[src/rtl/lru_pkg.sv]
`timescale 1ns/1ps
package lru_pkg;
  // smallest pool the selector supports
  localparam int unsigned LRU_MIN_FRAMES = 2;

  // leaf count of the comparison tree: next power of two at or above n
  function automatic int unsigned pow2_ceil(input int unsigned n);
    int unsigned p;
    p = 1;
    while (p < n) p = p * 2;
    return p;
  endfunction
endpackage

[src/rtl/lru_min_tree.sv]
`timescale 1ns/1ps
module lru_min_tree
  import lru_pkg::*;
#(
  parameter int unsigned NFRAMES = 4,
  parameter int unsigned STAMP_W = 16,
  localparam int unsigned FW = $clog2(NFRAMES)
) (
  input  logic [NFRAMES-1:0]              occ,
  input  logic [NFRAMES-1:0][STAMP_W-1:0] stamps,
  output logic [FW-1:0]                   win_idx
);
  localparam int unsigned LEAVES = pow2_ceil(NFRAMES);
  localparam int unsigned NODES  = 2 * LEAVES - 1;
  localparam int unsigned KW     = STAMP_W + 1;

  // key: empty frames sort below every occupied one, and all empties tie
  logic [KW-1:0] nkey [NODES];
  logic [FW-1:0] nidx [NODES];

  for (genvar i = 0; i < LEAVES; i++) begin : g_leaf
    if (i < NFRAMES) begin : g_real
      assign nkey[LEAVES-1+i] = occ[i] ? {1'b1, stamps[i]} : '0;
    end else begin : g_pad
      assign nkey[LEAVES-1+i] = '1;
    end
    assign nidx[LEAVES-1+i] = FW'(i);
  end

  // ties keep the left child, which always holds the lower frame index
  for (genvar n = 0; n < LEAVES - 1; n++) begin : g_node
    logic pick_r;
    assign pick_r  = nkey[2*n+2] < nkey[2*n+1];
    assign nkey[n] = pick_r ? nkey[2*n+2] : nkey[2*n+1];
    assign nidx[n] = pick_r ? nidx[2*n+2] : nidx[2*n+1];
  end

  assign win_idx = nidx[0];
endmodule

[src/rtl/lru_rank.sv]
`timescale 1ns/1ps
module lru_rank #(
  parameter int unsigned NFRAMES = 4,
  parameter int unsigned STAMP_W = 16,
  localparam int unsigned FW = $clog2(NFRAMES)
) (
  input  logic [NFRAMES-1:0]              occ,
  input  logic [NFRAMES-1:0][STAMP_W-1:0] stamps,
  input  logic [FW-1:0]                   excl,
  output logic [NFRAMES-1:0][STAMP_W-1:0] rank
);
  // rank of each frame among the occupied frames other than excl
  for (genvar g = 0; g < NFRAMES; g++) begin : g_frame
    always_comb begin
      logic [STAMP_W-1:0] cnt;
      cnt = '0;
      for (int h = 0; h < NFRAMES; h++) begin
        if (h != g && FW'(h) != excl && occ[h] && stamps[h] < stamps[g])
          cnt = cnt + STAMP_W'(1);
      end
      rank[g] = cnt;
    end
  end
endmodule

[src/rtl/lru_victim_sel.sv]
`timescale 1ns/1ps
module lru_victim_sel
  import lru_pkg::*;
#(
  parameter int unsigned NFRAMES = 4,
  parameter int unsigned STAMP_W = 16,
  localparam int unsigned FW = $clog2(NFRAMES)
) (
  input  logic          clk,
  input  logic          rst_n,
  input  logic          ref_valid,
  output logic          ref_ready,
  input  logic [FW-1:0] ref_frame,
  input  logic          ref_write,
  input  logic          alloc_valid,
  output logic          alloc_ready,
  output logic          vic_valid,
  input  logic          vic_ready,
  output logic [FW-1:0] vic_frame,
  output logic          vic_dirty,
  output logic          vic_evict
);
  localparam logic [STAMP_W-1:0] STAMP_MAX  = '1;
  localparam logic [STAMP_W-1:0] RENORM_TOP = STAMP_W'(NFRAMES - 1);
  localparam logic [STAMP_W-1:0] CLK_RESUME = STAMP_W'(NFRAMES);

  logic [NFRAMES-1:0]              occ_q, dirty_q;
  logic [NFRAMES-1:0][STAMP_W-1:0] stamp_q, rank_w;
  logic [STAMP_W-1:0]              clk_q;
  logic [FW-1:0]                   win_w, ev_frame;
  logic                            alloc_fire, ref_hit, ev_fire, wrap;

  // ---------------- handshakes ----------------
  assign alloc_ready = !vic_valid;
  assign ref_ready   = !vic_valid && !alloc_valid;
  assign alloc_fire  = alloc_valid && alloc_ready;
  assign ref_hit     = ref_valid && ref_ready &&
                       (int'(ref_frame) < int'(NFRAMES)) && occ_q[ref_frame];

  // one recorded event per cycle at most
  assign ev_fire  = alloc_fire || ref_hit;
  assign ev_frame = alloc_fire ? win_w : ref_frame;
  assign wrap     = ev_fire && (clk_q == STAMP_MAX);

  // ---------------- choice and renormalisation ----------------
  lru_min_tree #(.NFRAMES(NFRAMES), .STAMP_W(STAMP_W)) u_tree (
    .occ     (occ_q),
    .stamps  (stamp_q),
    .win_idx (win_w)
  );

  lru_rank #(.NFRAMES(NFRAMES), .STAMP_W(STAMP_W)) u_rank (
    .occ    (occ_q),
    .stamps (stamp_q),
    .excl   (ev_frame),
    .rank   (rank_w)
  );

  // ---------------- logical clock ----------------
  always_ff @(posedge clk or negedge rst_n) begin
    if (!rst_n)       clk_q <= '0;
    else if (wrap)    clk_q <= CLK_RESUME;
    else if (ev_fire) clk_q <= clk_q + STAMP_W'(1);
  end

  // ---------------- per-frame state ----------------
  always_ff @(posedge clk or negedge rst_n) begin
    if (!rst_n) begin
      occ_q   <= '0;
      dirty_q <= '0;
      stamp_q <= '0;
    end else begin
      for (int g = 0; g < NFRAMES; g++) begin
        if (ev_fire && ev_frame == FW'(g))
          stamp_q[g] <= wrap ? RENORM_TOP : clk_q;
        else if (wrap)
          stamp_q[g] <= occ_q[g] ? rank_w[g] : '0;

        if (alloc_fire && win_w == FW'(g)) begin
          occ_q[g]   <= 1'b1;
          dirty_q[g] <= 1'b0;
        end else if (ref_hit && ref_write && ref_frame == FW'(g)) begin
          dirty_q[g] <= 1'b1;
        end
      end
    end
  end

  // ---------------- registered victim output ----------------
  always_ff @(posedge clk or negedge rst_n) begin
    if (!rst_n) begin
      vic_valid <= 1'b0;
      vic_frame <= '0;
      vic_dirty <= 1'b0;
      vic_evict <= 1'b0;
    end else if (alloc_fire) begin
      vic_valid <= 1'b1;
      vic_frame <= win_w;
      vic_dirty <= occ_q[win_w] && dirty_q[win_w];
      vic_evict <= occ_q[win_w];
    end else if (vic_valid && vic_ready) begin
      vic_valid <= 1'b0;
    end
  end
endmodule

[config.mk]
export PLATFORM = sky130hd
export DESIGN_NAME = lru_victim_sel
export DESIGN_NICKNAME = d
export VERILOG_FILES = /design/src/rtl/lru_pkg.sv /design/src/rtl/lru_min_tree.sv /design/src/rtl/lru_rank.sv /design/src/rtl/lru_victim_sel.sv
export SDC_FILE = /design/constraint.sdc
export NUM_CORES = 1
export LEC_CHECK = 0
export BUFFER_PORTS_ARGS = -buffer_cell sky130_fd_sc_hd__buf_4
export CAP_MARGIN = 20
export CORE_UTILIZATION = 50
export DETAILED_ROUTE_END_ITERATION = 7
export GPL_ROUTABILITY_DRIVEN = 0
export PLACE_DENSITY = 0.66
export SYNTH_ARGS = -nofsm -noshare
export SYNTH_HDL_FRONTEND = slang
export SYNTH_SLANG_ARGS = --single-unit
[constraint.sdc]
create_clock -name clk -period 14.4 [get_ports clk]
set_input_delay 2.16 -clock clk [delete_from_list [all_inputs] [get_ports clk]]
set_output_delay 2.16 -clock clk [all_outputs]
set_load 0.005 [all_outputs]
Word level (Yosys, flattened, before mapping)
Index checks and enable logic that the tools add are counted.
{"block": "word_totals", "regBits": 93, "output_inout_bits": 7, "elab_cells": 162}
{"block": "op_classes", "n_addsub": 9, "order_cmp": 17, "eq_ne": 13, "muxes": 53, "reduce_logical": 53}
{"op": "two-way mux 16 bit", "n": 23}
{"op": "< comparator 16 bit", "n": 12}
{"op": "adder 16 x 1 -> 16 bit (second input constant)", "n": 9}
{"op": "two-way mux 17 bit", "n": 6}
{"op": "< comparator 17 bit", "n": 3}
{"op": "logical AND 1 bit", "n": 36}
{"op": "nonzero test 2 bit", "n": 11}
{"op": "two-way mux 1 bit", "n": 19}
{"op": "== test 16 bit (second input constant)", "n": 1}
{"op": "== test 2 bit (second input constant)", "n": 6}
{"op": "binary-select mux 1 bit (select 2 bit)", "n": 3}
{"op": "== test 2 x 1 -> 1 bit (second input constant)", "n": 3}
{"op": "logical NOT 2 bit", "n": 3}
{"op": "< comparator 2 x 3 -> 1 bit (second input constant)", "n": 2}
{"op": "two-way mux 2 bit", "n": 2}
{"op": "inequality test 2 bit (first input constant)", "n": 2}
{"op": "logical NOT 1 bit", "n": 2}
{"op": "inequality test 1 x 2 -> 1 bit (first input constant)", "n": 1}
{"op": "logical OR 1 bit", "n": 1}

Longest topological paths before layout
Gate-level depths: netlist (run 1).
{"block": "depth", "depth_word": 17, "depth_mapped": 28, "depth_no_buf": 24}

Modules after synthesis
A second synthesis (run 1) with hierarchy kept.
{"block": "hier_totals", "hier_cells": 1174, "area_unflattened_um2": 9835.7}
{"module": "lru_victim_sel", "instances": 1, "cells_each": 446, "area_per_inst_um2": 4829.6, "seq_area_each_um2": 2327.2}
{"module": "lru_rank", "instances": 1, "cells_each": 423, "area_per_inst_um2": 3129.3, "seq_area_each_um2": 0.0}
{"module": "lru_min_tree", "instances": 1, "cells_each": 305, "area_per_inst_um2": 1876.8, "seq_area_each_um2": 0.0}

Worst setup path after synthesis (run 1)
OpenSTA, ideal clock, no wires.
{"block": "synth_timing", "path_kind": "reg-to-reg", "from": "register occ_q[2]", "to": "register stamp_q[1] (netlist bit)", "arrival_time_ns": 5.761, "required_ns": 14.321, "setup_slack_ns": 8.559, "stages_incl_launch_ff": 27, "cell_sequence": "dfrtp_1 clkbuf_1 buf_1 nand2_1 ha_1 a2111oi_2 o21ai_1 a221o_1 nor2_1 clkbuf_1 nand2_1 o21ai_0 ha_1 a2111oi_0 nand2_1 a31oi_1 o21a_1 o211ai_2 or3_1 buf_4 nand2_1 o21ai_0 or2_2 ha_1 or3_1 a21oi_1 a2bb2oi_1"}
{"block": "synth_via", "elab_chain_cells": 17, "word_cells_on_any_way": 33, "classes_between": "2 x add/sub; 2 x order compare; 3 x eq/ne; 14 x mux; 12 x reduce/logical"}
{"element": "from (decl)", "line_no": "lru_victim_sel.sv:27", "source": "logic [NFRAMES-1:0] occ_q, dirty_q;"}
{"element": "from (signal assigned)", "line_no": "lru_victim_sel.sv:69", "source": "occ_q <= '0;"}
{"element": "from (signal, indexed assignment)", "line_no": "lru_victim_sel.sv:80", "source": "occ_q[g] <= 1'b1;"}
{"element": "two-way mux 17 bit", "line_no": "lru_min_tree.sv:23", "source": "assign nkey[LEAVES-1+i] = occ[i] ? {1'b1, stamps[i]} : '0;"}
{"element": "< comparator 17 bit", "line_no": "lru_min_tree.sv:33", "source": "assign pick_r = nkey[2*n+2] < nkey[2*n+1];"}
{"element": "two-way mux 17 bit", "line_no": "lru_min_tree.sv:34", "source": "assign nkey[n] = pick_r ? nkey[2*n+2] : nkey[2*n+1];"}
{"element": "< comparator 17 bit", "line_no": "lru_min_tree.sv:33"}
{"element": "two-way mux 2 bit", "line_no": "lru_min_tree.sv:35", "source": "assign nidx[n] = pick_r ? nidx[2*n+2] : nidx[2*n+1];"}
{"element": "two-way mux 2 bit", "line_no": "lru_victim_sel.sv:42", "source": "assign ev_frame = alloc_fire ? win_w : ref_frame;"}
{"element": "inequality test 1 x 2 -> 1 bit", "line_no": "lru_rank.sv:18", "source": "if (h != g && FW'(h) != excl && occ[h] && stamps[h] < stamps[g])"}
{"element": "logical AND 1 bit (2 in a row)", "line_no": "lru_rank.sv:18"}
{"element": "two-way mux 1 bit", "line_no": "lru_rank.sv:18"}
{"element": "adder 16 x 1 -> 16 bit", "line_no": "lru_rank.sv:19", "source": "cnt = cnt + STAMP_W'(1);"}
{"element": "two-way mux 16 bit", "line_no": "lru_rank.sv:18"}
{"element": "adder 16 x 1 -> 16 bit", "line_no": "lru_rank.sv:19"}
{"element": "two-way mux 16 bit", "line_no": "lru_rank.sv:18"}
{"element": "two-way mux 16 bit", "line_no": "lru_victim_sel.sv:77", "source": "stamp_q[g] <= occ_q[g] ? rank_w[g] : '0;"}
{"element": "two-way mux 16 bit", "line_no": "lru_victim_sel.sv:76", "source": "else if (wrap)"}
{"element": "two-way mux 16 bit", "line_no": "lru_victim_sel.sv:74", "source": "if (ev_fire && ev_frame == FW'(g))"}
{"element": "to (signal, indexed assignment)", "line_no": "lru_victim_sel.sv:75", "source": "stamp_q[g] <= wrap ? RENORM_TOP : clk_q;"}
{"element": "to (signal, indexed assignment)", "line_no": "lru_victim_sel.sv:77"}
{"element": "to (decl)", "line_no": "lru_victim_sel.sv:28", "source": "logic [NFRAMES-1:0][STAMP_W-1:0] stamp_q, rank_w;"}
Parallel ways exist; a longest one is shown, timed or not. The select of a mux whose other input is x is not followed.
A chain may end at the register's enable or synchronous reset.

Worst setup path in the final report (run 1)
{"block": "layout_timing", "from": "register occ_q[1]", "to": "register stamp_q[0] (netlist bit)"}
The elaborated chain is that of the path after synthesis.

==> implementation parameters, run 1 <==
Parameter                              Value

Clock network
  Number of buffers inserted during clock tree synthesis    9
  Root buffer cell    sky130_fd_sc_hd__clkbuf_16
  Post-CTS repair timing setup buffer count    0
  Number of H-tree branching levels    3
  Number of instances resized during post-cts repair    0
  Total of hold buffers inserted after clock tree synthesis    0
  Maximum count of clock buffers along a single path    2
  Clock latency on the worst-skew pair    0.37 ns
  Number of clock sinks seen by CTS    93
  Clock tree from TritonCTS    yes
  Clock transition time at the flip-flop clock pins of the worst setup and hold paths    0.08 ns

Power and ir drop
  Total power draw    2.083 mW
  Power density over the cells    227.7 mW/mm^2
  Highest ir drop seen on vdd    0.1678 mV
  Leakage power of the design    4.755 nW

Layout
  Share of post-route cells with drive strength above 1    5.539%
  Number of nets in the layout    1,149
  Utilization after layout    55.18%
  Number of standard cells in the final layout excluding fillers    1,213
  Summed area of non-filler cells in the final layout    0.009150 sq mm
  Growth of design area from synthesis to finish    7.402%
  Number of diodes added for antenna fixing    0

Global route
  Pin count of the biggest net entering global routing    67
  Via count of the first global-routing pass    7,134
  Aggregate global-route resource usage    28.89%
  First-pass GRT wire length    38,830 um
  Overall overflow remaining after global route    0
  Initial antenna violation count    0

Place
  Dpl cells    1,196
  Post-detailed-placement cell area    0.008781 sq mm
  Port Buffer Count    14
  Total half-perimeter wirelength after legalization and detailed placement    18,820 um
  Pre-CTS setup slack    7.199 ns

Timing
  Transition at the pin with the smallest max-transition slack    0.9091 ns
  Hold Worst Slack    0.4857 ns
  Total setup violations reported at the end of the flow    0
  Final critical-path required period    6.971 ns
  Max Slew Vio Count    0
  Unrepaired setup endpoints after global routing    no
  Final count of hold timing violations    0
  Final TNS setup    0 ns
  Worst setup skew after layout    0.01694 ns
  Maximum clock frequency    143.5 MHz
  Max-slew headroom at the worst pin    39.24%
  Fin crit share    48.41%
  Min setup slack post-route    7.429 ns

Floorplan
  Area of the die    0.01756 sq mm
  Row cnt    47
  Die height    132.5 um
  Starting utilization of the core area    51.37%
  Chip Width    132.5 um
  Number of placed I/O pins    15
  Floorplan core area    0.01658 sq mm

Drt
  DR DRC count    0
  Detailed-route wire length per cell    19.91 um
  Initial drt markers    558
  Vias after detailed routing    7,293
  Post-detailed-routing wire length    24,150 um
  Post-DRT Antenna Nets    0
  Number of optimization iterations in the first detailed-route pass    8
  Vias/cell    6.012

Yosys
  Number of synthesized flops with an enable pin    0
  Yosys warns    0
  Yosys cell types    62
  Async S/R FF share, synth    100.0%
  Post-Synthesis Net Count    1,153
  Most common flop cell mapped by yosys    sky130_fd_sc_hd__dfrtp_1
  Cell count after synthesis    992
  Share of the yosys chip area belonging to registers    27.32%
  Synth area leaders    sky130_fd_sc_hd__dfrtp_1 27%, sky130_fd_sc_hd__ha_1 22%, sky130_fd_sc_hd__mux2i_1 7.3%
  Number of flip-flops and latches in the synthesized netlist    93
  Fraction of synthesized cell area taken by the top area cell type    27.32%
  Cell taking the most area after synthesis    sky130_fd_sc_hd__dfrtp_1
  Netlist Area Pre-Place    0.008519 sq mm
  Post-synthesis area per instance    8.588 sq um

Worst setup path
  Peak fanout along the critical path    26
  Type of the worst setup path    flop to flop
  Maximum cell stage delay along the critical path    0.92 ns
  Kind of launch point of the worst setup path    flop
  Critical Path Slowest Stage Cell    sky130_fd_sc_hd__dfrtp_1
  Crit-path most repeated cell    sky130_fd_sc_hd__ha_1
  Start point of the critical path    occ_q[1]
  Family of cells with the greatest summed delay on the critical path    compound AO/OA/AOI/OAI gates
  Critical R2R Launch    occ_q[1]
  WP data required    14.67 ns
  Cell chain of the critical path    and2_1 -> ha_1 -> a2111o_1 -> o2111ai_1 -> o211a_1 -> buf_4 -> nor2_1 -> a21oi_1 -> ha_1 -> nand4_1 -> nor4_1 -> nor2b_1 -> o2111ai_1 -> o211ai_2 -> or3_1 -> nand2_1 -> o21ai_0 -> nor2_1 -> ha_1 -> or3_1 -> a21oi_1 -> a2bb2oi_1
  Crit path capture type    flop
  Signal arrival time at the worst endpoint    7.25 ns
  Number of buffers and inverters on the critical path    1
  Worst-case register-to-register setup slack    7.43 ns

Worst hold path
  Hold Crit Start    vic_evict
  Path type of the worst min-delay path    flop to flop

Outcome
  Run status    complete, no violations

Run
  Count of maximum capacitance violations    0
state kept, by name, summed over array words and instances (netlist names):
signal / flops
clk_q: 16
dirty_q: 4
occ_q: 4
stamp_q: 64
vic_dirty: 1
vic_evict: 1
vic_frame: 2
vic_valid: 1
power breakdown:
part	leakage [nW]	total, mW	internal (mW)	switching [mW]
Clock	0.170	0.290	0.176	0.114
Sequential	1.23	0.396	0.306	0.0891
Combinational	3.35	1.40	0.569	0.828
kinds of logic after synthesis:
| family | Yosys count | synth area share, % |
|---|---|---|
| muxes | 64 | 7.681 |
| AOI/OAI and AO/OA | 213 | 16.54 |
| DFF | 93 | 27.32 |
| adders and majority gates | 153 | 22.47 |
| and+or+nand+nor | 354 | 19.58 |
| xor gates and xnor gates | 15 | 1.542 |
| buffers and inverters | 100 | 4.876 |
worst register-to-register path, cell delays in order, from the launching register on:
cell,delay (ns)
sky130_fd_sc_hd__dfrtp_1,0.92
sky130_fd_sc_hd__and2_1,0.29
sky130_fd_sc_hd__ha_1,0.26
sky130_fd_sc_hd__a2111o_1,0.42
sky130_fd_sc_hd__o2111ai_1,0.31
sky130_fd_sc_hd__o211a_1,0.41
sky130_fd_sc_hd__buf_4,0.35
sky130_fd_sc_hd__nor2_1,0.10
sky130_fd_sc_hd__a21oi_1,0.27
sky130_fd_sc_hd__ha_1,0.21
sky130_fd_sc_hd__nand4_1,0.15
sky130_fd_sc_hd__nor4_1,0.49
sky130_fd_sc_hd__nor2b_1,0.21
sky130_fd_sc_hd__o2111ai_1,0.17
sky130_fd_sc_hd__o211ai_2,0.17
sky130_fd_sc_hd__or3_1,0.33
sky130_fd_sc_hd__nand2_1,0.15
sky130_fd_sc_hd__o21ai_0,0.53
sky130_fd_sc_hd__nor2_1,0.11
sky130_fd_sc_hd__ha_1,0.34
sky130_fd_sc_hd__or3_1,0.37
sky130_fd_sc_hd__a21oi_1,0.17
sky130_fd_sc_hd__a2bb2oi_1,0.18
layout by cell type (no fill, tap or decap), drive strengths merged, types with 5 or more instances in the layout:
master  synthesis  final
nand2         100    100
nor2          110    110
inv            62     64
o21ai          56     56
o21bai          6      6
nor2b          10     10
a21o           28     28
ha            153    153
a31oi           6      6
a21oi          53     53
o211ai          5      5
or3             5      5
nand4          27     27
buf            17     23
nor3           10     10
and2           33     33
and4            5      5
dfrtp          93     93
nand2b          5      5
and3           10     10
mux2i          62     62
o21a           21     21
xor2           11     11
nand3          30     30
clkbuf         21     10
worst paths after layout:
| kind | to | cells after the start |
|---|---|---|
| setup / recovery | stamp_q[0] | 22 |
| hold / removal | vic_evict | 2 |
| setup reg to reg | stamp_q[0] | 22 |
| hold reg to reg | vic_evict | 2 |
| max in group asynchronous | stamp_q[12] | 2 |
| min in group asynchronous | vic_evict | 1 |
cell type report:
type,instances,area [sq um]
inverter,62,232.7
multi-input combinational,799,5781
tap,220,275.3
fill,1545,7433
clock buffer,10,239.0
timing repair buffer,23,180.2
clock inverter,6,115.1
sequential,93,2327
Yosys cell counts (6+ instances only):
| cell | instances |
|---|---|
| sky130_fd_sc_hd__nand3_1 | 30 |
| sky130_fd_sc_hd__o21a_1 | 20 |
| sky130_fd_sc_hd__dfrtp_1 | 93 |
| sky130_fd_sc_hd__a21o_1 | 28 |
| sky130_fd_sc_hd__o21bai_1 | 6 |
| sky130_fd_sc_hd__and3_1 | 10 |
| sky130_fd_sc_hd__a31oi_1 | 6 |
| sky130_fd_sc_hd__nor3_1 | 8 |
| sky130_fd_sc_hd__xor2_1 | 11 |
| sky130_fd_sc_hd__nand2_1 | 100 |
| sky130_fd_sc_hd__a21oi_1 | 53 |
| sky130_fd_sc_hd__o21ai_0 | 54 |
| sky130_fd_sc_hd__nor2b_1 | 10 |
| sky130_fd_sc_hd__and2_1 | 33 |
| sky130_fd_sc_hd__ha_1 | 153 |
| sky130_fd_sc_hd__clkbuf_1 | 21 |
| sky130_fd_sc_hd__nor2_1 | 110 |
| sky130_fd_sc_hd__nand4_1 | 27 |
| sky130_fd_sc_hd__inv_1 | 62 |
| sky130_fd_sc_hd__mux2i_1 | 62 |
per-layer routing:
layer | global-route usage, % | routed length (um) | up-vias
li1 | - | - | 3555
met1 | 41.80 | 11630 | 3472
met2 | 43.74 | 10270 | 220
met3 | 4.215 | 1534 | 46
met4 | 10.22 | 717 | 0
met5 | 0 | 0 | -
No activity file was read; power rests on OpenSTA's default activity.
==> run 2, diff against run 1 <==
--- a/config.mk
+++ b/config.mk
@@ -10,7 +10,7 @@
 export CORE_UTILIZATION = 50
 export DETAILED_ROUTE_END_ITERATION = 7
 export GPL_ROUTABILITY_DRIVEN = 0
-export PLACE_DENSITY = 0.66
+export PLACE_DENSITY = 0.68
 export SYNTH_ARGS = -nofsm -noshare
 export SYNTH_HDL_FRONTEND = slang
 export SYNTH_SLANG_ARGS = --single-unit
==> constraint.sdc (replaced) <==
create_clock -name clk -period 5.7 [get_ports clk]
set_input_delay 0.855 -clock clk [delete_from_list [all_inputs] [get_ports clk]]
set_output_delay 0.855 -clock clk [all_outputs]
set_load 0.005 [all_outputs]
==> run 2 against run 1 <==
  * Critical path depth up 7
  * Largest cell class unchanged
  * Global-route usage up 2.3 points
  * First-iteration DRC count up 32%
  * Clock-buffer cell count down 1
==> implementation parameters, run 2 (same netlist as run 1, synthesis figures left out) <==
Parameter                              Value

Drt
  Post-detailed-routing wire length    26,930 um (+12%)
  Post-DRT Antenna Nets    0 (unchanged)
  Detailed-route wire length per cell    20.56 um (+3.3%)
  Number of optimization iterations in the first detailed-route pass    5 (-3)
  Met2 WL    11,610 um (+13%)
  Routed length on met1    11,920 um (+2.5%)
  DR DRC count    0 (unchanged)
  Highest routed layer    met4
  Routed met3 length    2420 um (+58%)
  Initial drt markers    735 (+32%)
  Vias after detailed routing    7,857 (+7.7%)
  Vias/cell    5.998 (-0.24%)

Timing
  Max-slew headroom at the worst pin    47.34% (+8.1 points)
  Total setup violations reported at the end of the flow    0 (unchanged)
  Final TNS setup    0 ns (unchanged)
  Final count of hold timing violations    0 (unchanged)
  Max Slew Vio Count    0 (unchanged)
  Fin crit share    97.67% (+49 points)
  Min setup slack post-route    0.1329 ns (-7.296 ns)
  Transition at the pin with the smallest max-transition slack    0.7900 ns (-0.1191 ns)
  Maximum clock frequency    179.6 MHz (+25%)
  Final critical-path required period    5.567 ns (-1.404 ns)
  Worst setup skew after layout    0.008108 ns (-0.008827 ns)

Worst setup path
  Start point of the critical path    occ_q[3]
  Instance count on the critical path    29 (+32%)
  Crit-path most repeated cell    sky130_fd_sc_hd__nand4_1
  Critical Path Slowest Stage Cell    sky130_fd_sc_hd__dfrtp_2
  Maximum cell stage delay along the critical path    0.48 ns (-0.44 ns)
  Signal arrival time at the worst endpoint    5.83 ns (-1.42 ns)
  Worst flop-to-flop path endpoint    stamp_q[34]
  Number of buffers and inverters on the critical path    8 (+7)
  Critical R2R Launch    occ_q[3]
  Kind of launch point of the worst setup path    flop
  Crit path capture type    flop
  Worst-case register-to-register setup slack    0.13 ns (-7.30 ns)
  WP data required    5.97 ns (-8.70 ns)
  Depth of the worst register-to-register path    29 (+32%)
  Type of the worst setup path    flop to flop
  Family of cells with the greatest summed delay on the critical path    compound AO/OA/AOI/OAI gates
  CP endpoint    stamp_q[34]
  Peak fanout along the critical path    7 (-73%)

Power and ir drop
  Highest ir drop seen on vdd    0.4213 mV (+150%)
  Leakage power of the design    5.311 nW (+12%)
  Power density over the cells    621.9 mW/mm^2 (+170%)
  Total power draw    6.386 mW (+210%)

Clock network
  Number of buffers inserted during clock tree synthesis    9 (unchanged)
  Number of clock sinks seen by CTS    93 (unchanged)
  Root buffer cell    sky130_fd_sc_hd__clkbuf_16
  Number of H-tree branching levels    3 (unchanged)
  Clock tree from TritonCTS    yes
  Clock latency on the worst-skew pair    0.36 ns (about the same)
  Maximum count of clock buffers along a single path    2 (unchanged)
  Clock transition time at the flip-flop clock pins of the worst setup and hold paths    0.07 ns (about the same)

Layout
  Most flops, register    stamp_q
  Commonest cells after routing, fill and taps aside    141 x sky130_fd_sc_hd__ha_1, 106 x sky130_fd_sc_hd__nor2_1, 105 x sky130_fd_sc_hd__buf_4, 97 x sky130_fd_sc_hd__nand2_1, 88 x sky130_fd_sc_hd__dfrtp_1
  Storage element area    0.002333 sq mm (+0.27%)
  Share of post-route cells with drive strength above 1    19.17% (+14 points)
  Biggest registers after layout    stamp_q (64), clk_q (16)
  Area used by multi-input combinational logic    0.006095 sq mm (+5.4%)
  Max FFs per register    64 (unchanged)
  Number of nets in the layout    1,246 (+8.4%)
  Number of diodes added for antenna fixing    0 (unchanged)
  Fill cell total of the finished layout    1,433 (-7.2%)
  Growth of design area from synthesis to finish    20.53%
  Most common cell after layout, fill and taps aside    sky130_fd_sc_hd__ha_1

Global route
  Overall overflow remaining after global route    0 (unchanged)
  Initial antenna violation count    0 (unchanged)
  Pin count of the biggest net entering global routing    55 (-18%)
  Via count of the first global-routing pass    7,551 (+5.8%)
  First-pass GRT wire length    41,510 um (+6.9%)
  Aggregate global-route resource usage    31.17% (+2.3 points)

Place
  Port Buffer Count    14 (unchanged)
  Total half-perimeter wirelength after legalization and detailed placement    20,810 um (+11%)
  Pre-CTS setup slack    -0.2055 ns (-7.405 ns)

Floorplan
  Number of placed I/O pins    15 (unchanged)
  Floorplan core area    0.01658 sq mm (unchanged)
  Chip Width    132.5 um (unchanged)
  Starting utilization of the core area    51.37% (unchanged)
  Row cnt    47 (unchanged)
  Area of the die    0.01756 sq mm (unchanged)
  Die height    132.5 um (unchanged)

Worst hold path
  Path type of the worst min-delay path    input pin to asynchronous set/reset pin

Outcome
  Run status    complete, no violations

Run
  Count of maximum capacitance violations    0 (unchanged)
run 2: cell count changes in the layout (fill, tap and decap cells not counted), moves of 6 or more:
cell and change:
sky130_fd_sc_hd__buf_4 +83, sky130_fd_sc_hd__ha_1 -12, sky130_fd_sc_hd__buf_6 +9, sky130_fd_sc_hd__ha_4 +8, sky130_fd_sc_hd__o21ai_0 -8, sky130_fd_sc_hd__a21oi_1 -7
sky130_fd_sc_hd__a21oi_2 +7, sky130_fd_sc_hd__o21ai_2 +7, sky130_fd_sc_hd__and2_1 -6, sky130_fd_sc_hd__and2_4 +6
run 2: power breakdown:
part           leakage (nW)  total [mW]  internal (mW)  switching [mW]
clock network         0.149       0.652          0.352           0.301
registers              1.23       0.946          0.776           0.170
logic                  3.93        4.79           2.24            2.54
total                  5.31        6.39           3.37            3.01
run 2: worst reg2reg max path, delay by kind of cell (launching register included):
family                     cells  cell delay (ns)
AOI/OAI and AO/OA             10             1.69
adders and majority gates      3             0.82
buffers and inverters          8             1.13
DFF                            1             0.48
and+or+nand+nor                8             1.35
run 2: what timing repair did:
| item | in CTS | in global routing |
|---|---|---|
| gates cloned | 0 | 3 |
| hold buffers | 0 | 0 |
| buffers inserted | 2 | 15 |
| pin swaps | 2 | 35 |
| setup endpoints to repair | 9 | 32 |
| resized for setup | 2 | 85 |
run 2: how the worst min path moves through the flow:
| stage | from | end | slack (ns) |
|---|---|---|---|
| after floorplan | dirty_q[2] | dirty_q[2] | 0.46 |
| after global placement | vic_frame[1] | vic_frame[1] | 0.47 |
| after detailed placement | vic_frame[1] | vic_frame[1] | 0.47 |
| after CTS | vic_frame[1] | vic_frame[1] | 0.48 |
| after global routing | vic_frame[1] | vic_frame[1] | 0.49 |
| final | rst_n | vic_dirty | 0.48 |
run 2: per-stage QoR:
step | instance area [sq um] | hold slack, ns | util (%) | std cells
2_1_floorplan | 8524 | 0.4571 | - | 992
3_3_place_gp | 9404 | 0.4660 | 56.71 | 1274
3_5_place_dp | 9404 | 0.4654 | 56.71 | 1274
4_1_cts | 9742 | 0.4827 | 58.74 | 1292
5_1_grt | 10270 | 0.4949 | 61.92 | 1310
6_report | 10270 | 0.4798 | 61.92 | 1310
run 2: layer usage:
| metal | GRT usage (%) | vias to the layer above |
|---|---|---|
| met3 | 7.088 | 60 |
| li1 | - | 3739 |
| met1 | 43.14 | 3724 |
| met2 | 46.90 | 334 |
| met5 | 0 | - |
| met4 | 12.52 | 0 |
run 2: cell type report:
cell class                      count  area share [%]
Timing Repair Buffer              120           9.882
Clock buffer                        9           2.193
Sequential cell                    93           22.72
Tap cell                          220           2.681
Clock inverter                      7          0.9017
Inverter                           62           2.266
Multi-Input combinational cell    799           59.35
==> run 3, diff against run 2 <==
--- a/config.mk
+++ b/config.mk
@@ -5,9 +5,11 @@
 export SDC_FILE = /design/constraint.sdc
 export NUM_CORES = 1
 export LEC_CHECK = 0
+export ABC_CLOCK_PERIOD_IN_PS = 5700
 export BUFFER_PORTS_ARGS = -buffer_cell sky130_fd_sc_hd__buf_4
 export CAP_MARGIN = 20
 export CORE_UTILIZATION = 50
+export CTS_BUF_LIST = sky130_fd_sc_hd__clkbuf_8
 export DETAILED_ROUTE_END_ITERATION = 7
 export GPL_ROUTABILITY_DRIVEN = 0
 export PLACE_DENSITY = 0.68
==> run 3 against run 2 <==
  * Sequential share of layout area is 0.42 points higher
  * Critical path type unchanged
  * Combinational power down 2%
  * Largest cell class unchanged
  * Clock-buffer cell count unchanged
  * Design area shrank 1.7%
  * Via count decreased by 0.67%
  * Worst hold slack worse by 0.039 ns
  * Setup slack improved by 0.034 ns
  * Clock power decreased by 25%
==> implementation parameters, run 3 (same netlist as run 1, synthesis figures left out) <==
Parameter                              Value

Layout
  Number of diodes added for antenna fixing    0 (unchanged)
  Most common cell after layout, fill and taps aside    sky130_fd_sc_hd__ha_1
  Utilization after layout    60.84% (-1.1 points)
  Number of nets in the layout    1,240 (-0.48%)
  Biggest registers after layout    stamp_q (64), clk_q (16)
  Max FFs per register    64 (unchanged)
  Commonest cells after routing, fill and taps aside    143 x sky130_fd_sc_hd__ha_1, 106 x sky130_fd_sc_hd__nor2_1, 99 x sky130_fd_sc_hd__buf_4, 98 x sky130_fd_sc_hd__nand2_1, 87 x sky130_fd_sc_hd__dfrtp_1
  Growth of design area from synthesis to finish    18.43%
  Share of post-route cells with drive strength above 1    18.27% (-0.91 points)
  Most flops, register    stamp_q

Outcome
  Run status    complete, no violations

Timing
  Fin crit share    97.07% (-0.60 points)
  Final count of hold timing violations    0 (unchanged)
  Maximum clock frequency    180.7 MHz (+0.61%)
  Max Slew Vio Count    0 (unchanged)
  Worst setup skew after layout    0.01325 ns (+0.005145 ns)
  Final critical-path required period    5.533 ns (-0.03398 ns)
  Transition at the pin with the smallest max-transition slack    0.7278 ns (-0.06218 ns)
  Max-slew headroom at the worst pin    50.97% (+3.6 points)
  Total setup violations reported at the end of the flow    0 (unchanged)

Power and ir drop
  Power density over the cells    606.8 mW/mm^2 (-2.4%)
  Total power draw    6.122 mW (-4.1%)
  Leakage power of the design    5.228 nW (-1.6%)
  Highest ir drop seen on vdd    0.6298 mV (+49%)

Clock network
  Maximum count of clock buffers along a single path    2 (unchanged)
  Number of H-tree branching levels    3 (unchanged)
  Root buffer cell    sky130_fd_sc_hd__clkbuf_8
  Clock transition time at the flip-flop clock pins of the worst setup and hold paths    0.11 ns (+0.04 ns)
  Clock tree from TritonCTS    yes
  Number of clock sinks seen by CTS    93 (unchanged)
  Clock latency on the worst-skew pair    0.40 ns (+0.04 ns)
  Number of buffers inserted during clock tree synthesis    9 (unchanged)

Drt
  Detailed-route wire length per cell    20.40 um (-0.76%)
  Initial drt markers    648 (-12%)
  Post-DRT Antenna Nets    0 (unchanged)
  Post-detailed-routing wire length    26,610 um (-1.2%)
  Vias after detailed routing    7,804 (-0.67%)
  Number of optimization iterations in the first detailed-route pass    5 (unchanged)
  Vias/cell    5.985 (-0.22%)
  DR DRC count    0 (unchanged)

Floorplan
  Row cnt    47 (unchanged)
  Floorplan core area    0.01658 sq mm (unchanged)
  Die height    132.5 um (unchanged)
  Chip Width    132.5 um (unchanged)
  Starting utilization of the core area    51.37% (unchanged)
  Number of placed I/O pins    15 (unchanged)
  Area of the die    0.01756 sq mm (unchanged)

Worst setup path
  Crit-path most repeated cell    sky130_fd_sc_hd__buf_6
  Worst-case register-to-register setup slack    0.17 ns (+0.03 ns)
  Number of buffers and inverters on the critical path    6 (-2)
  WP data required    6.00 ns (+0.03 ns)
  Critical Path Slowest Stage Cell    sky130_fd_sc_hd__dfrtp_2
  Peak fanout along the critical path    7 (unchanged)
  Family of cells with the greatest summed delay on the critical path    compound AO/OA/AOI/OAI gates
  Crit path capture type    flop
  Kind of launch point of the worst setup path    flop
  Signal arrival time at the worst endpoint    5.83 ns (about the same)
  Maximum cell stage delay along the critical path    0.50 ns (+0.02 ns)
  Type of the worst setup path    flop to flop

Place
  Total half-perimeter wirelength after legalization and detailed placement    20,810 um (unchanged)
  Port Buffer Count    14 (unchanged)

Global route
  Overall overflow remaining after global route    0 (unchanged)
  Initial antenna violation count    0 (unchanged)
  Pin count of the biggest net entering global routing    55 (unchanged)
  Aggregate global-route resource usage    30.77% (-0.40 points)
  First-pass GRT wire length    41,050 um (-1.1%)
  Via count of the first global-routing pass    7,513 (-0.50%)

Worst hold path
  Path type of the worst min-delay path    input pin to asynchronous set/reset pin

Run
  Count of maximum capacitance violations    0 (unchanged)
==> run 3: changes by cell type in the layout (fill, tap and decap cells not counted), sizes merged <==
cell	change
buf	-6
==> run 3: per-layer routing <==
layer  GRT usage, %  routed length [um]  vias up
li1               -                   -     3730
met1          42.90               12010     3703
met2          45.96               11360      306
met3          6.590                2206       65
met4          12.96                1026        0
met5              0                   0        -
==> run 3: final timing paths <==
kind / start / endpoint / cells past startpoint
worst max-delay path: occ_q[3] / stamp_q[34] / 27
worst min-delay path: rst_n / vic_dirty / 1
worst max register to register: occ_q[3] / stamp_q[34] / 27
worst min register to register: vic_frame[1] / vic_frame[1] / 2
max in group asynchronous: rst_n / clk_q[8] / 2
min in group clk: vic_frame[1] / vic_frame[1] / 2
==> run 3: power breakdown <==
| part | total [mW] | internal (mW) | switching [mW] |
|---|---|---|---|
| Sequential | 0.944 | 0.776 | 0.168 |
| Combinational | 4.69 | 2.19 | 2.49 |
| Clock | 0.492 | 0.214 | 0.278 |
==> run 3: layout make-up <==
| type | count | area, sq um |
|---|---|---|
| Clock buffer | 9 | 123.9 |
| Clock inverter | 7 | 92.59 |
| Fill cell | 1464 | 6494 |
| Inverter | 62 | 232.7 |
| Multi-Input combinational cell | 799 | 6058 |
| Sequential cell | 93 | 2335 |
| Tap cell | 220 | 275.3 |
| Timing Repair Buffer | 114 | 972.2 |
==> run 3: per-stage QoR <==
step	TNS (ns)	hold WS (ns)	cells	instance area (sq um)	setup WS, ns
5_1_grt	-0.3457	0.4749	1304	10090	-0.09882
3_5_place_dp	-0.5163	0.4654	1274	9404	-0.2055
2_1_floorplan	0	0.4571	992	8524	0.01187
6_report	0	0.4408	1304	10090	0.1668
4_1_cts	0	0.4504	1290	9625	0.001779
3_3_place_gp	-0.3161	0.4660	1274	9404	-0.1333
==> run 3: repair_timing <==
item	CTS	global route
endpoints found under the setup margin	9	30
gates cloned	0	3
pin swaps	0	26
setup buffers	0	11
hold buffers	0	0
endpoints found under the hold margin	0	0
gates resized for setup	2	76
